`src/rtl/irq_nest_pkg.sv`:
```
package irq_nest_pkg;
   localparam int NSRC     = 5;
   localparam int VW       = 3;
   localparam int MAX_MULT = 2500;

   typedef logic [VW-1:0] vec_t;

   localparam vec_t VEC_PIN0 = 3'd0;
   localparam vec_t VEC_PIN1 = 3'd1;
   localparam vec_t VEC_SER  = 3'd2;
   localparam vec_t VEC_TMR0 = 3'd3;
   localparam vec_t VEC_TMR1 = 3'd4;
   localparam vec_t VEC_NONE = 3'd5;

   // base ticks per period code
   function automatic int unsigned period_mult(input logic [2:0] sel);
      case (sel)
         3'd0:    period_mult = 1;
         3'd1:    period_mult = 10;
         3'd2:    period_mult = 20;
         3'd3:    period_mult = 50;
         3'd4:    period_mult = 100;
         3'd5:    period_mult = 500;
         3'd6:    period_mult = 1250;
         default: period_mult = 2500;
      endcase
   endfunction
endpackage

```
`src/rtl/irq_edge_det.sv`:
```
module irq_edge_det #(
   parameter int SYNC_STAGES = 2
) (
   input  logic clk,
   input  logic rst_n,
   input  logic pin,
   input  logic rise_sel,
   output logic evt
);
   logic [SYNC_STAGES-1:0] sync_q;
   logic                   prev_q;
   logic                   lvl;

   if (SYNC_STAGES < 2) begin : g_bad_sync
      $error("SYNC_STAGES must be at least 2");
   end

   always_ff @(posedge clk or negedge rst_n) begin
      if (!rst_n) begin
         sync_q <= '0;
         prev_q <= 1'b0;
      end else begin
         sync_q <= {sync_q[SYNC_STAGES-2:0], pin};
         prev_q <= sync_q[SYNC_STAGES-1];
      end
   end

   assign lvl = sync_q[SYNC_STAGES-1];
   // event depends on a level change only, never on the polarity bit alone
   assign evt = rise_sel ? (lvl & ~prev_q) : (~lvl & prev_q);
endmodule

```
`src/rtl/irq_period_timer.sv`:
```
module irq_period_timer
   import irq_nest_pkg::*;
#(
   parameter int TICK_DIV = 450
) (
   input  logic       clk,
   input  logic       rst_n,
   input  logic       run,
   input  logic [2:0] sel,
   output logic       fire
);
   localparam int PW = $clog2(TICK_DIV);
   localparam int TW = $clog2(MAX_MULT);

   logic [PW-1:0] pre_q;
   logic [TW-1:0] tick_q;
   logic [TW-1:0] lim;
   logic          pre_end;

   if (TICK_DIV < 2) begin : g_bad_div
      $error("TICK_DIV must be at least 2");
   end

   assign lim     = TW'(period_mult(sel) - 1);
   assign pre_end = (pre_q == PW'(TICK_DIV - 1));

   always_ff @(posedge clk or negedge rst_n) begin
      if (!rst_n) begin
         pre_q  <= '0;
         tick_q <= '0;
         fire   <= 1'b0;
      end else if (!run) begin
         pre_q  <= '0;
         tick_q <= '0;
         fire   <= 1'b0;
      end else begin
         fire <= 1'b0;
         if (pre_end) begin
            pre_q <= '0;
            if (tick_q >= lim) begin
               tick_q <= '0;
               fire   <= 1'b1;
            end else begin
               tick_q <= tick_q + 1'b1;
            end
         end else begin
            pre_q <= pre_q + 1'b1;
         end
      end
   end
endmodule

```
`src/rtl/irq_prio_pick.sv`:
```
module irq_prio_pick #(
   parameter int N  = 5,
   parameter int IW = 3
) (
   input  logic [N-1:0]  req,
   output logic          valid,
   output logic [IW-1:0] idx
);
   always_comb begin
      valid = |req;
      idx   = '0;
      for (int i = N - 1; i >= 0; i--) begin
         if (req[i]) idx = IW'(i);
      end
   end
endmodule

```
`src/rtl/irq_nest_stack.sv`:
```
module irq_nest_stack
   import irq_nest_pkg::*;
#(
   parameter int DEPTH = 4,
   parameter int DW    = 3
) (
   input  logic          clk,
   input  logic          rst_n,
   input  logic          push,
   input  vec_t          push_lvl,
   input  logic          pop,
   output logic [DW-1:0] depth,
   output vec_t          cur_lvl,
   output logic          full
);
   vec_t          stk_q [DEPTH];
   logic [DW-1:0] dep_q;
   logic          do_pop;
   logic          do_push;

   assign full    = (dep_q == DW'(DEPTH));
   assign do_pop  = pop && (dep_q != '0);
   assign do_push = push && !pop && !full;
   assign depth   = dep_q;

   always_ff @(posedge clk or negedge rst_n) begin
      if (!rst_n)       dep_q <= '0;
      else if (do_pop)  dep_q <= dep_q - 1'b1;
      else if (do_push) dep_q <= dep_q + 1'b1;
   end

   for (genvar g = 0; g < DEPTH; g++) begin : g_slot
      always_ff @(posedge clk or negedge rst_n) begin
         if (!rst_n)                               stk_q[g] <= VEC_NONE;
         else if (do_push && dep_q == DW'(g))      stk_q[g] <= push_lvl;
      end
   end

   always_comb begin
      cur_lvl = VEC_NONE;
      for (int i = 0; i < DEPTH; i++) begin
         if (dep_q == DW'(i + 1)) cur_lvl = stk_q[i];
      end
   end
endmodule

```
`src/rtl/irq_nest_ctrl.sv`:
```
module irq_nest_ctrl
   import irq_nest_pkg::*;
#(
   parameter int DEPTH       = 4,
   parameter int TICK_DIV    = 450,
   parameter int SYNC_STAGES = 2,
   localparam int DW         = $clog2(DEPTH + 1)
) (
   input  logic          clk,
   input  logic          rst_n,
   input  logic [1:0]    ext_pin,
   input  logic [1:0]    ext_rise_sel,
   input  logic          ser_done,
   input  logic [1:0]    tmr_run,
   input  logic [2:0]    tmr0_sel,
   input  logic [2:0]    tmr1_sel,
   input  logic [4:0]    src_en,
   input  logic          irq_ack,
   input  logic          irq_ret,
   input  logic          ext_wake,
   output logic          irq_req,
   output logic [2:0]    irq_vec,
   output logic [DW-1:0] nest_depth,
   output logic          wake
);
   if (DEPTH < 1 || DEPTH > 7) begin : g_bad_depth
      $error("DEPTH must lie in 1..7");
   end

   logic [1:0]      ext_evt;
   logic [1:0]      tmr_fire;
   logic [2:0]      tmr_sel [2];
   logic [NSRC-1:0] set_evt;
   logic [NSRC-1:0] pend_q;
   logic [NSRC-1:0] masked;
   logic            win_valid;
   vec_t            win_idx;
   vec_t            cur_lvl;
   logic            full;
   logic            take;

   assign tmr_sel[0] = tmr0_sel;
   assign tmr_sel[1] = tmr1_sel;

   for (genvar g = 0; g < 2; g++) begin : g_pin
      irq_edge_det #(.SYNC_STAGES(SYNC_STAGES)) u_edge (
         .clk      (clk),
         .rst_n    (rst_n),
         .pin      (ext_pin[g]),
         .rise_sel (ext_rise_sel[g]),
         .evt      (ext_evt[g])
      );
   end

   for (genvar g = 0; g < 2; g++) begin : g_tmr
      irq_period_timer #(.TICK_DIV(TICK_DIV)) u_tmr (
         .clk   (clk),
         .rst_n (rst_n),
         .run   (tmr_run[g]),
         .sel   (tmr_sel[g]),
         .fire  (tmr_fire[g])
      );
   end

   assign set_evt = {tmr_fire[1], tmr_fire[0], ser_done, ext_evt[1], ext_evt[0]};
   assign take    = irq_req && irq_ack && !irq_ret;

   for (genvar g = 0; g < NSRC; g++) begin : g_flag
      always_ff @(posedge clk or negedge rst_n) begin
         if (!rst_n)                             pend_q[g] <= 1'b0;
         else if (set_evt[g])                    pend_q[g] <= 1'b1;
         else if (take && win_idx == vec_t'(g))  pend_q[g] <= 1'b0;
      end
   end

   assign masked = pend_q & src_en;

   irq_prio_pick #(.N(NSRC), .IW(VW)) u_pick (
      .req   (masked),
      .valid (win_valid),
      .idx   (win_idx)
   );

   irq_nest_stack #(.DEPTH(DEPTH), .DW(DW)) u_stack (
      .clk      (clk),
      .rst_n    (rst_n),
      .push     (take),
      .push_lvl (win_idx),
      .pop      (irq_ret),
      .depth    (nest_depth),
      .cur_lvl  (cur_lvl),
      .full     (full)
   );

   assign irq_req = win_valid && (win_idx < cur_lvl) && !full;
   assign irq_vec = win_idx;
   assign wake    = (|masked) || ext_wake;
endmodule

```
`config.mk`:
```
export PLATFORM = sky130hd
export DESIGN_NAME = irq_nest_ctrl
export DESIGN_NICKNAME = d
export VERILOG_FILES = /design/src/rtl/irq_nest_pkg.sv /design/src/rtl/irq_edge_det.sv /design/src/rtl/irq_period_timer.sv /design/src/rtl/irq_prio_pick.sv /design/src/rtl/irq_nest_stack.sv /design/src/rtl/irq_nest_ctrl.sv
export SDC_FILE = /design/constraint.sdc
export NUM_CORES = 1
export LEC_CHECK = 0
export ABC_AREA = 1
export BUFFER_PORTS_ARGS = -buffer_cell sky130_fd_sc_hd__buf_2
export CORE_ASPECT_RATIO = 0.75
export CORE_MARGIN = 2
export CORE_UTILIZATION = 55
export CTS_CLUSTER_SIZE = 8
export DETAILED_ROUTE_END_ITERATION = 7
export PLACE_DENSITY = 0.76
export SYNTH_ARGS = -nofsm -noshare
export SYNTH_HDL_FRONTEND = slang
export SYNTH_SLANG_ARGS = --single-unit
```
`constraint.sdc`:
```
create_clock -name clk -period 2.44 [get_ports clk]
set_input_delay 0.244 -clock clk [delete_from_list [all_inputs] [get_ports clk]]
set_output_delay 0.244 -clock clk [all_outputs]
set_load 0.02 [all_outputs]
```
==> results of run 1 <==
[worst paths after layout]
check                                          start                        end  slack, ns  cells after the start
max reg2reg                         u_stack.depth[1]          u_stack.stk_q[10]      -0.12                     15
max in group asynchronous                      rst_n          u_stack.stk_q[11]       1.51                      3
min in group asynchronous                      rst_n     g_pin[1].u_edge.prev_q       0.33                      2
max                                 u_stack.depth[1]                    irq_req      -0.34                     13
min                                         ser_done                  pend_q[2]       0.09                      3
min reg2reg                g_pin[0].u_edge.sync_q[0]  g_pin[0].u_edge.sync_q[1]       0.35                      0
[where the power goes]
group	switching, mW	leakage [nW]	internal (mW)
combinational	1.05	1.63	0.673
sequential	0.146	0.900	1.34
clock	0.411	0.0784	0.368
[flip-flops by register name, indices dropped and copies added (netlist names)]
name and cells:
u_stack.stk_q 12, g_tmr.u_tmr.pre_q 18, g_tmr.u_tmr.fire 2, g_tmr.u_tmr.tick_q 24, g_pin.u_edge.prev_q 2, pend_q 5
g_pin.u_edge.sync_q 4, u_stack.depth 3
[area by class of cell]
| type | count | area, sq um |
|---|---|---|
| Clock inverter | 2 | 10.0 |
| Sequential cell | 70 | 1770 |
| Multi-Input combinational cell | 434 | 2520 |
| Clock buffer | 14 | 143 |
| Inverter | 84 | 315 |
| Timing Repair Buffer | 55 | 388 |
| Tap cell | 105 | 131 |
| Fill cell | 685 | 2750 |
[per-stage QoR]
step	area [sq um]	utilization	instances
finish	5280	0.658	764
global placement	4960	0.618	737
CTS	5240	0.653	760
global route	5280	0.658	764
floorplan	4640	-	603
detailed placement	4960	0.618	737
[cells by family after synthesis]
group | Yosys count
buf+inv | 99
compound gates | 92
flops | 70
fa+ha+maj | 40
other cells | 1
xor+xnor | 6
simple gates | 294
[per-layer routing]
layer,GRT usage,vias up
li1,-,2122
met1,0.335,1934
met3,0.0531,23
met2,0.358,157
met4,0.0990,0
met5,0,-
[cells in the final DEF, fill, tap and decap left out, types with 5 or more instances in the layout]
master	Yosys	layout
a21oi_1	26	25
buf_2	6	29
buf_4	2	18
clkbuf_1	4	5
clkbuf_8	0	9
dfrtp_1	62	59
dfstp_2	8	8
ha_1	40	35
inv_1	83	78
inv_2	1	6
nand2_1	138	138
nand3_1	44	44
nand4_1	35	35
nor2_1	42	42
nor3_1	11	11
o21ai_0	33	32
o22ai_1	17	17
[tightest hold or removal path: cells and delay by family]
| kind | cells | cell delay [ns] |
|---|---|---|
| buffers and inverters | 2 | 0.12 |
| and+or+nand+nor | 1 | 0.06 |
[what timing repair did]
| action | in CTS | in global routing |
|---|---|---|
| hold buffers | 3 | 0 |
| endpoints found under the setup margin | 1 | 21 |
| resized for setup | 18 | 4 |
| pin swaps | 9 | 9 |
| endpoints found under the hold margin | 11 | 0 |
| setup buffers | 4 | 7 |
==> metrics.txt, run 1 <==
fmax=360 MHz; # IOs=31; share of final-layout standard cells stronger than drive strength 1=0.164; Setup TNS=-1.55 ns; violated checks=setup timing; Layout Skew=0.00929 ns; Starting Density=0.577; slowest cell on the critical path=dfrtp_2; total power per unit cell area=757 mW/mm^2; share of the clock period used by the worst path=1.14; number of flops mapped to enable cells by yosys=0; Hold Fails Final Rpt=0; main combinational cell family by area after synthesis=simple AND/OR/NAND/NOR gates; synthesis-to-layout area growth=13.9%; number of different library cells in the post-synthesis netlist=42; most frequent cell after synthesis=nand2_1; maximum number of pins on one net before global-route repair=47; Reg clk slew, reported paths=0.07 ns; maximum cell stage delay along the critical path=0.47 ns; Mapped Avg Cell Area=7.69 sq um; required arrival time at the worst endpoint=2.20 ns; max-cap violations=0; share of synthesized area occupied by flip-flops and latches=0.380; Yosys top cell area share=0.335; peak fanout along the critical path=5; time the worst path needs with I/O delays and setup=2.78 ns; prevailing post-synth register cell=dfrtp_1; number of DRC markers after the initial detailed-route iteration=374; post-synthesis share of cell area spent on full adders, half adders and majority gates=0.108; critical path, cell by cell=ha_4 -> ha_4 -> inv_2 -> o31ai_2 -> o211ai_1 -> o21ai_1 -> ha_1 -> nand2_1 -> nand3b_1 -> nor2_2 -> inv_2 -> a21oi_4 -> buf_6; Die Width=110 um; top cell type by total area after synthesis=dfrtp_1; first-pass GRT wire length=17700 um; number of input and output port buffers inserted=30; Static Leakage=2.61 nW; Synth Area in Compound Gates=0.114; Setup WS pre-CTS=0.0143 ns; number of rows created at floorplan=28; via density per instance=5.54; # DRC=0; antenna violations before repair=0; final setup margin=-0.339 ns; number of levels the H-tree was split into=3; crit path kind=reg -> out; remaining global-route overflow=0; synth cell count leaders=nand2_1, inv_1, dfrtp_1; type of destination of the critical path=primary output; maximum number of buffers from clock root to sink=2; nature of the critical path startpoint=register; worst rel slew slack=0.639; final-report setup violation count=21; via count of the first global-routing pass=3978; setup repair after global routing missed its margin=true; largest delay contributor family on the critical path=adder cells; root buffer cell=clkbuf_8; post-synthesis cell area=0.00463 sq mm; global placer's final weighted congestion=0.888; overall fraction of global-route tracks in use=0.240; Hold Path Class=in -> reg; Final #Nets=717; result of the run=finished, violations left; WL final=10500 um; Core ar.=0.00802 sq mm; most area-consuming cells after synthesis=dfrtp_1, nand2_1, ha_1, inv_1, nand3_1; Buffers & Inverters on Critical Path=3; Met1 Routed Length=5030 um; TritonCTS clock tree=yes; total number of vias=4236; TritonCTS Buffers=9; mux cell area share after synthesis=0; Least-Margin Pin Slew=0.537 ns; synthesized-area fraction occupied by and/or/nand/nor cells=0.297; sum of internal, switching and leakage power=3.99 mW; routed length per instance=13.7 um; die boundary height=83.5 um; DR top layer=met4; Detailed Routing Iterations Pass 1=5; die outline area=0.00918 sq mm; Final Max Tran Viols=0; routed wire length on met3=669 um; ant diodes=0; arrival time of the worst setup path=2.54 ns; peak ir drop on the vdd network=1.00 mV; Met2 Wirelength=4560 um; Yosys warning count=0; proportion of synthesized flip-flops having asynchronous set or reset=1.00; number of flip-flops and latches in the synthesized netlist=70; remaining number of nets flagged by the antenna check after routing=0; clock sinks=70; fraction of synthesized cell area in xor and xnor cells=0.0113; dpl hpwl=7540 um; Hold Worst Slack=0.0944 ns; cell count after synthesis=602; Worst-Skew Late Latency=0.35 ns
No activity file was read; power rests on OpenSTA's default activity.
==> run 2: changes to the inputs <==
- SKIP_LAST_GASP: unset -> 1
==> metrics.txt, run 2 (synthesis results as in run 1) <==
via density per instance=5.49 (-1.1%); leading cell types in the layout, fill and taps excluded=nand2_1, inv_1, dfrtp_1, nand3_1, nor2_1; antenna violations before repair=0 (unchanged); register bank with the most flops=g_tmr.u_tmr.tick_q; number of levels the H-tree was split into=3 (unchanged); sum of internal, switching and leakage power=3.92 mW (-1.7%); largest delay contributor family on the critical path=flip-flops; type of destination of the critical path=primary output; number of input and output port buffers inserted=30 (unchanged); Buffers & Inverters on Critical Path=4 (+1); crit path kind=reg -> out; critical path, cell by cell=buf_4 -> ha_4 -> inv_2 -> nor4_2 -> o211ai_1 -> o21ai_1 -> ha_1 -> nand2_1 -> nand3b_1 -> nor2_2 -> inv_2 -> a21oi_4 -> buf_6; time the worst path needs with I/O delays and setup=2.68 ns (-0.0995 ns); result of the run=finished, violations left; Static Leakage=2.60 nW (-0.30%); ant diodes=0 (unchanged); maximum cell stage delay along the critical path=0.46 ns (about the same); # IOs=31 (unchanged); slowest cell on the critical path=dfrtp_2; TritonCTS Buffers=9 (unchanged); maximum number of pins on one net before global-route repair=47 (unchanged); dpl hpwl=7540 um (unchanged); Layout Skew=0.0111 ns (+0.00181 ns); violated checks=setup timing; TritonCTS clock tree=yes; worst rel slew slack=0.637 (-0.00190); clock sinks=70 (unchanged); Core ar.=0.00802 sq mm (unchanged); routed length per instance=13.4 um (-2.2%); number of DRC markers after the initial detailed-route iteration=387 (+3.5%); remaining global-route overflow=0 (unchanged); Reg clk slew, reported paths=0.08 ns (about the same); global placer's final weighted congestion=0.888 (unchanged); total number of vias=4186 (-1.2%); Final Max Tran Viols=0 (unchanged); max-cap violations=0 (unchanged); # DRC=0 (unchanged); most frequent cell on the critical path=inv_2; fmax=373 MHz (+3.7%); final setup margin=-0.240 ns (+0.0995 ns); die boundary height=83.5 um (unchanged); share of the clock period used by the worst path=1.10 (-0.0408); flip-flop count of the largest register after layout=24 (unchanged); Final #Nets=716 (-0.14%); final-report setup violation count=1 (-95%); via count of the first global-routing pass=3907 (-1.8%); total power per unit cell area=746 mW/mm^2 (-1.4%); Worst-Skew Late Latency=0.35 ns (about the same); number of rows created at floorplan=28 (unchanged); Hold Path Class=in -> reg; WL final=10200 um (-2.3%); peak fanout along the critical path=5 (unchanged); synthesis-to-layout area growth=13.6%; Least-Margin Pin Slew=0.540 ns (+0.00283 ns); Detailed Routing Iterations Pass 1=5 (unchanged); die outline area=0.00918 sq mm (unchanged); root buffer cell=clkbuf_8; setup repair after global routing missed its margin=true; share of final-layout standard cells stronger than drive strength 1=0.163 (-0.00127); first-pass GRT wire length=17500 um (-1.0%); maximum number of buffers from clock root to sink=2 (unchanged); remaining number of nets flagged by the antenna check after routing=0 (unchanged); most common library cell in the layout ignoring fill and taps=nand2_1; peak ir drop on the vdd network=0.693 mV (-31%); overall fraction of global-route tracks in use=0.238 (-0.00229); required arrival time at the worst endpoint=2.20 ns (about the same); arrival time of the worst setup path=2.44 ns (-0.10 ns); registers with the highest flip-flop counts=g_tmr.u_tmr.tick_q: 24 flops, g_tmr.u_tmr.pre_q: 18 flops, u_stack.stk_q: 12 flops; # fillers=682 (-0.44%); Hold Fails Final Rpt=0 (unchanged); Starting Density=0.577 (unchanged); Hold Worst Slack=0.0868 ns (-0.00762 ns); nature of the critical path startpoint=register; Die Width=110 um (unchanged)
run 2: cell count changes in the layout (fill, tap and decap cells not counted), sizes merged:
cell  previous run  this run
buf             52        51
run 2: power breakdown:
part,total [mW],internal (mW),switching (mW)
clock,0.781,0.368,0.413
combinational,1.66,0.640,1.02
sequential,1.49,1.34,0.143
total,3.92,2.35,1.57
run 2: what timing repair did:
item	CTS	global route
setup endpoints to repair	1	21
pin swaps	6	5
hold buffers	3	0
buffers inserted	4	7
hold endpoints to repair	11	0
resized for setup	16	2
run 2: worst paths after layout:
path	from	end	slack, ns	cells past startpoint
max in group asynchronous	rst_n	u_stack.stk_q[11]	1.51	3
min	ser_done	pend_q[2]	0.09	3
max	u_stack.depth[0]	irq_req	-0.24	13
max reg2reg	u_stack.depth[0]	u_stack.stk_q[4]	0.03	14
min reg2reg	g_pin[0].u_edge.sync_q[0]	g_pin[0].u_edge.sync_q[1]	0.35	0
min in group asynchronous	rst_n	u_stack.stk_q[1]	0.33	2
run 2: metrics by stage:
stage | setup slack (ns) | area (sq um) | setup TNS, ns | cells | util
global placement | 0.116 | 4960 | 0 | 737 | 0.618
detailed placement | 0.0143 | 4960 | 0 | 737 | 0.618
finish | -0.240 | 5260 | -0.240 | 763 | 0.656
CTS | -0.231 | 5230 | -2.93 | 760 | 0.652
floorplan | 0.00619 | 4640 | 0 | 603 | -
global route | -0.353 | 5260 | -1.58 | 763 | 0.656
run 2: worst register-to-register path, delay by kind of cell (launching register included):
family	cells	cell delay [ns]
AOI/OAI and AO/OA	2	0.26
adders and majority gates	2	0.44
buffers and inverters	3	0.45
DFF	1	0.46
and+or+nand+nor	7	0.69
run 2: area by class of cell:
type | count | area [sq um] | share of cell area
Clock buffer | 14 | 143 | 0.0271
Sequential cell | 70 | 1770 | 0.336
Tap cell | 105 | 131 | 0.0250
Timing Repair Buffer | 54 | 373 | 0.0709
Inverter | 84 | 315 | 0.0599
Multi-Input combinational cell | 434 | 2520 | 0.480
Clock inverter | 2 | 10.0 | 0.00190
run 2: metal layers:
| metal | wire [um] | GRT usage | vias to the layer above |
|---|---|---|---|
| li1 | - | - | 2120 |
| met5 | 0 | 0 | - |
| met4 | 189 | 0.0875 | 0 |
| met2 | 4460 | 0.358 | 134 |
| met1 | 4960 | 0.335 | 1913 |
| met3 | 631 | 0.0507 | 19 |
==> run 3: changes to the inputs <==
- RECOVER_POWER: unset -> 25
==> metrics.txt, run 3 (synthesis results as in run 1) <==
max-cap violations=0 (unchanged); Static Leakage=2.59 nW (-0.45%); number of rows created at floorplan=28 (unchanged); register bank with the most flops=g_tmr.u_tmr.tick_q; share of final-layout standard cells stronger than drive strength 1=0.160 (-0.00304); count of placed standard cells in the final layout, fillers left out=763 (unchanged); crit path kind=reg -> out; leading cell types in the layout, fill and taps excluded=nand2_1, inv_1, dfrtp_1, nand3_1, nor2_1; root buffer cell=clkbuf_8; result of the run=finished, violations left; via density per instance=5.49 (about the same); nature of the critical path startpoint=register; Final Max Tran Viols=0 (unchanged); Hold Path Class=in -> reg; combinational share of power=0.422 (about the same); maximum number of pins on one net before global-route repair=47 (unchanged); register area=0.00177 sq mm (unchanged); time the worst path needs with I/O delays and setup=2.68 ns (+0.000721 ns); # fillers=684 (+0.29%); WL final=10200 um (about the same); # DRC=0 (unchanged); remaining global-route overflow=0 (unchanged); routed wire length on met3=632 um (+0.16%); dpl hpwl=7540 um (unchanged); share of total power consumed by net switching=0.401 (about the same); placed cell count=737 (unchanged); type of destination of the critical path=primary output; first-pass GRT wire length=17500 um (unchanged); multi-input gate area in the final layout=0.00252 sq mm (unchanged); violated checks=setup timing; synthesis-to-layout area growth=13.1%; Die Width=110 um (unchanged); share of the clock period used by the worst path=1.10 (about the same); DR top layer=met4; flip-flop count of the largest register after layout=24 (unchanged); total number of vias=4190 (+0.096%); remaining number of nets flagged by the antenna check after routing=0 (unchanged); antenna violations before repair=0 (unchanged); setup repair after global routing missed its margin=true; number of levels the H-tree was split into=3 (unchanged); clock group share of total power=0.199 (about the same); maximum number of buffers from clock root to sink=2 (unchanged); via count of the first global-routing pass=3907 (unchanged); Final #Nets=716 (unchanged); TritonCTS clock tree=yes; fmax=373 MHz (about the same); Post-Route Utilization=0.653 (-0.00250); Worst-Skew Late Latency=0.35 ns (about the same); # IOs=31 (unchanged); peak fanout along the critical path=5 (unchanged); die outline area=0.00918 sq mm (unchanged); ant diodes=0 (unchanged); global placer's final weighted congestion=0.888 (unchanged); Hold Fails Final Rpt=0 (unchanged); required arrival time at the worst endpoint=2.20 ns (about the same); part of the total power dissipated in sequential elements=0.379 (about the same); number of DRC markers after the initial detailed-route iteration=378 (-2.3%); Reg clk slew, reported paths=0.08 ns (about the same); routed length per instance=13.4 um (about the same); worst rel slew slack=0.267 (-0.371); peak ir drop on the vdd network=0.696 mV (+0.34%); final setup margin=-0.240 ns (-0.000721 ns); internal power=2.35 mW (-0.16%); overall fraction of global-route tracks in use=0.238 (unchanged); switching component of the power=1.57 mW (about the same); Layout Skew=0.0111 ns (+0.0000216 ns); Met2 Wirelength=4450 um (-0.16%); final-report setup violation count=1 (unchanged); TritonCTS Buffers=9 (unchanged); registers with the highest flip-flop counts=g_tmr.u_tmr.tick_q: 24 flops, g_tmr.u_tmr.pre_q: 18 flops, u_stack.stk_q: 12 flops; Least-Margin Pin Slew=1.10 ns (+0.560 ns); Detailed Routing Iterations Pass 1=5 (unchanged); die boundary height=83.5 um (unchanged); clock sinks=70 (unchanged); most common library cell in the layout ignoring fill and taps=nand2_1; Core ar.=0.00802 sq mm (unchanged); Met1 Routed Length=4960 um (about the same); total power per unit cell area=748 mW/mm^2 (+0.28%); number of input and output port buffers inserted=30 (unchanged); Starting Density=0.577 (unchanged); Setup WS pre-CTS=0.0143 ns (unchanged); arrival time of the worst setup path=2.44 ns (about the same); Setup TNS=-0.240 ns (-0.000721 ns)
==> run 3: cell count changes in the layout (fill, tap and decap cells not counted), sizes merged <==
cell	previous run	this run
clkbuf	14	17
buf	51	48
==> run 3: worst paths after layout <==
path | startpoint | end | slack [ns] | cells past startpoint
max | u_stack.depth[0] | irq_req | -0.24 | 13
min | ser_done | pend_q[2] | 0.09 | 3
max reg2reg | u_stack.depth[0] | u_stack.stk_q[4] | 0.03 | 14
min reg2reg | g_pin[0].u_edge.sync_q[0] | g_pin[0].u_edge.sync_q[1] | 0.35 | 0
max in group asynchronous | rst_n | u_stack.depth[1] | 0.42 | 3
min in group asynchronous | rst_n | u_stack.stk_q[1] | 0.44 | 2
==> run 3: worst max-delay path, cell delays in order (launching register included) <==
cell and delay (ns):
dfrtp_2 0.46, buf_4 0.16, ha_4 0.15, inv_2 0.08, nor4_2 0.05, o211ai_1 0.17
o21ai_1 0.09, ha_1 0.29, nand2_1 0.07, nand3b_1 0.10, nor2_2 0.14, inv_2 0.06
a21oi_4 0.12, buf_6 0.13
==> run 3: metrics by stage <==
| stage | cell area, sq um | power, mW | hold WS, ns |
|---|---|---|---|
| after floorplan | 4640 | 2.56 | -0.0516 |
| after global placement | 4960 | 2.86 | 0.153 |
| after detailed placement | 4960 | 2.91 | 0.156 |
| after CTS | 5230 | 3.87 | 0.0695 |
| after global routing | 5240 | 4.18 | 0.0924 |
| final | 5240 | 3.92 | 0.0868 |
==> run 3: layer usage <==
metal,track usage,up-vias
met5,0,-
met4,0.0875,0
met3,0.0507,19
met2,0.358,135
met1,0.335,1915
li1,-,2121
==> run 3: timing repair <==
action,CTS,global route
hold endpoints to repair,11,0
setup endpoints to repair,1,21
resized for setup,16,2
hold buffers,3,0
setup buffers,4,7
pin swaps,6,5
==> run 3: power groups by stage <==
| stage | clock (mW) | combinational [mW] | sequential (mW) |
|---|---|---|---|
| after CTS | 0.806 | 1.59 | 1.48 |
| final | 0.781 | 1.65 | 1.49 |
| after floorplan | 0 | 1.09 | 1.47 |
| after detailed placement | 0 | 1.43 | 1.48 |
| after global routing | 0.856 | 1.82 | 1.50 |
| after global placement | 0 | 1.38 | 1.47 |
==> run 3: final cells by class <==
class	count	area share
sequential	70	0.337
tap	105	0.0251
timing repair buffer	54	0.0673
multi-input combinational	434	0.481
clock inverter	2	0.00191
clock buffer	14	0.0272
inverter	84	0.0602
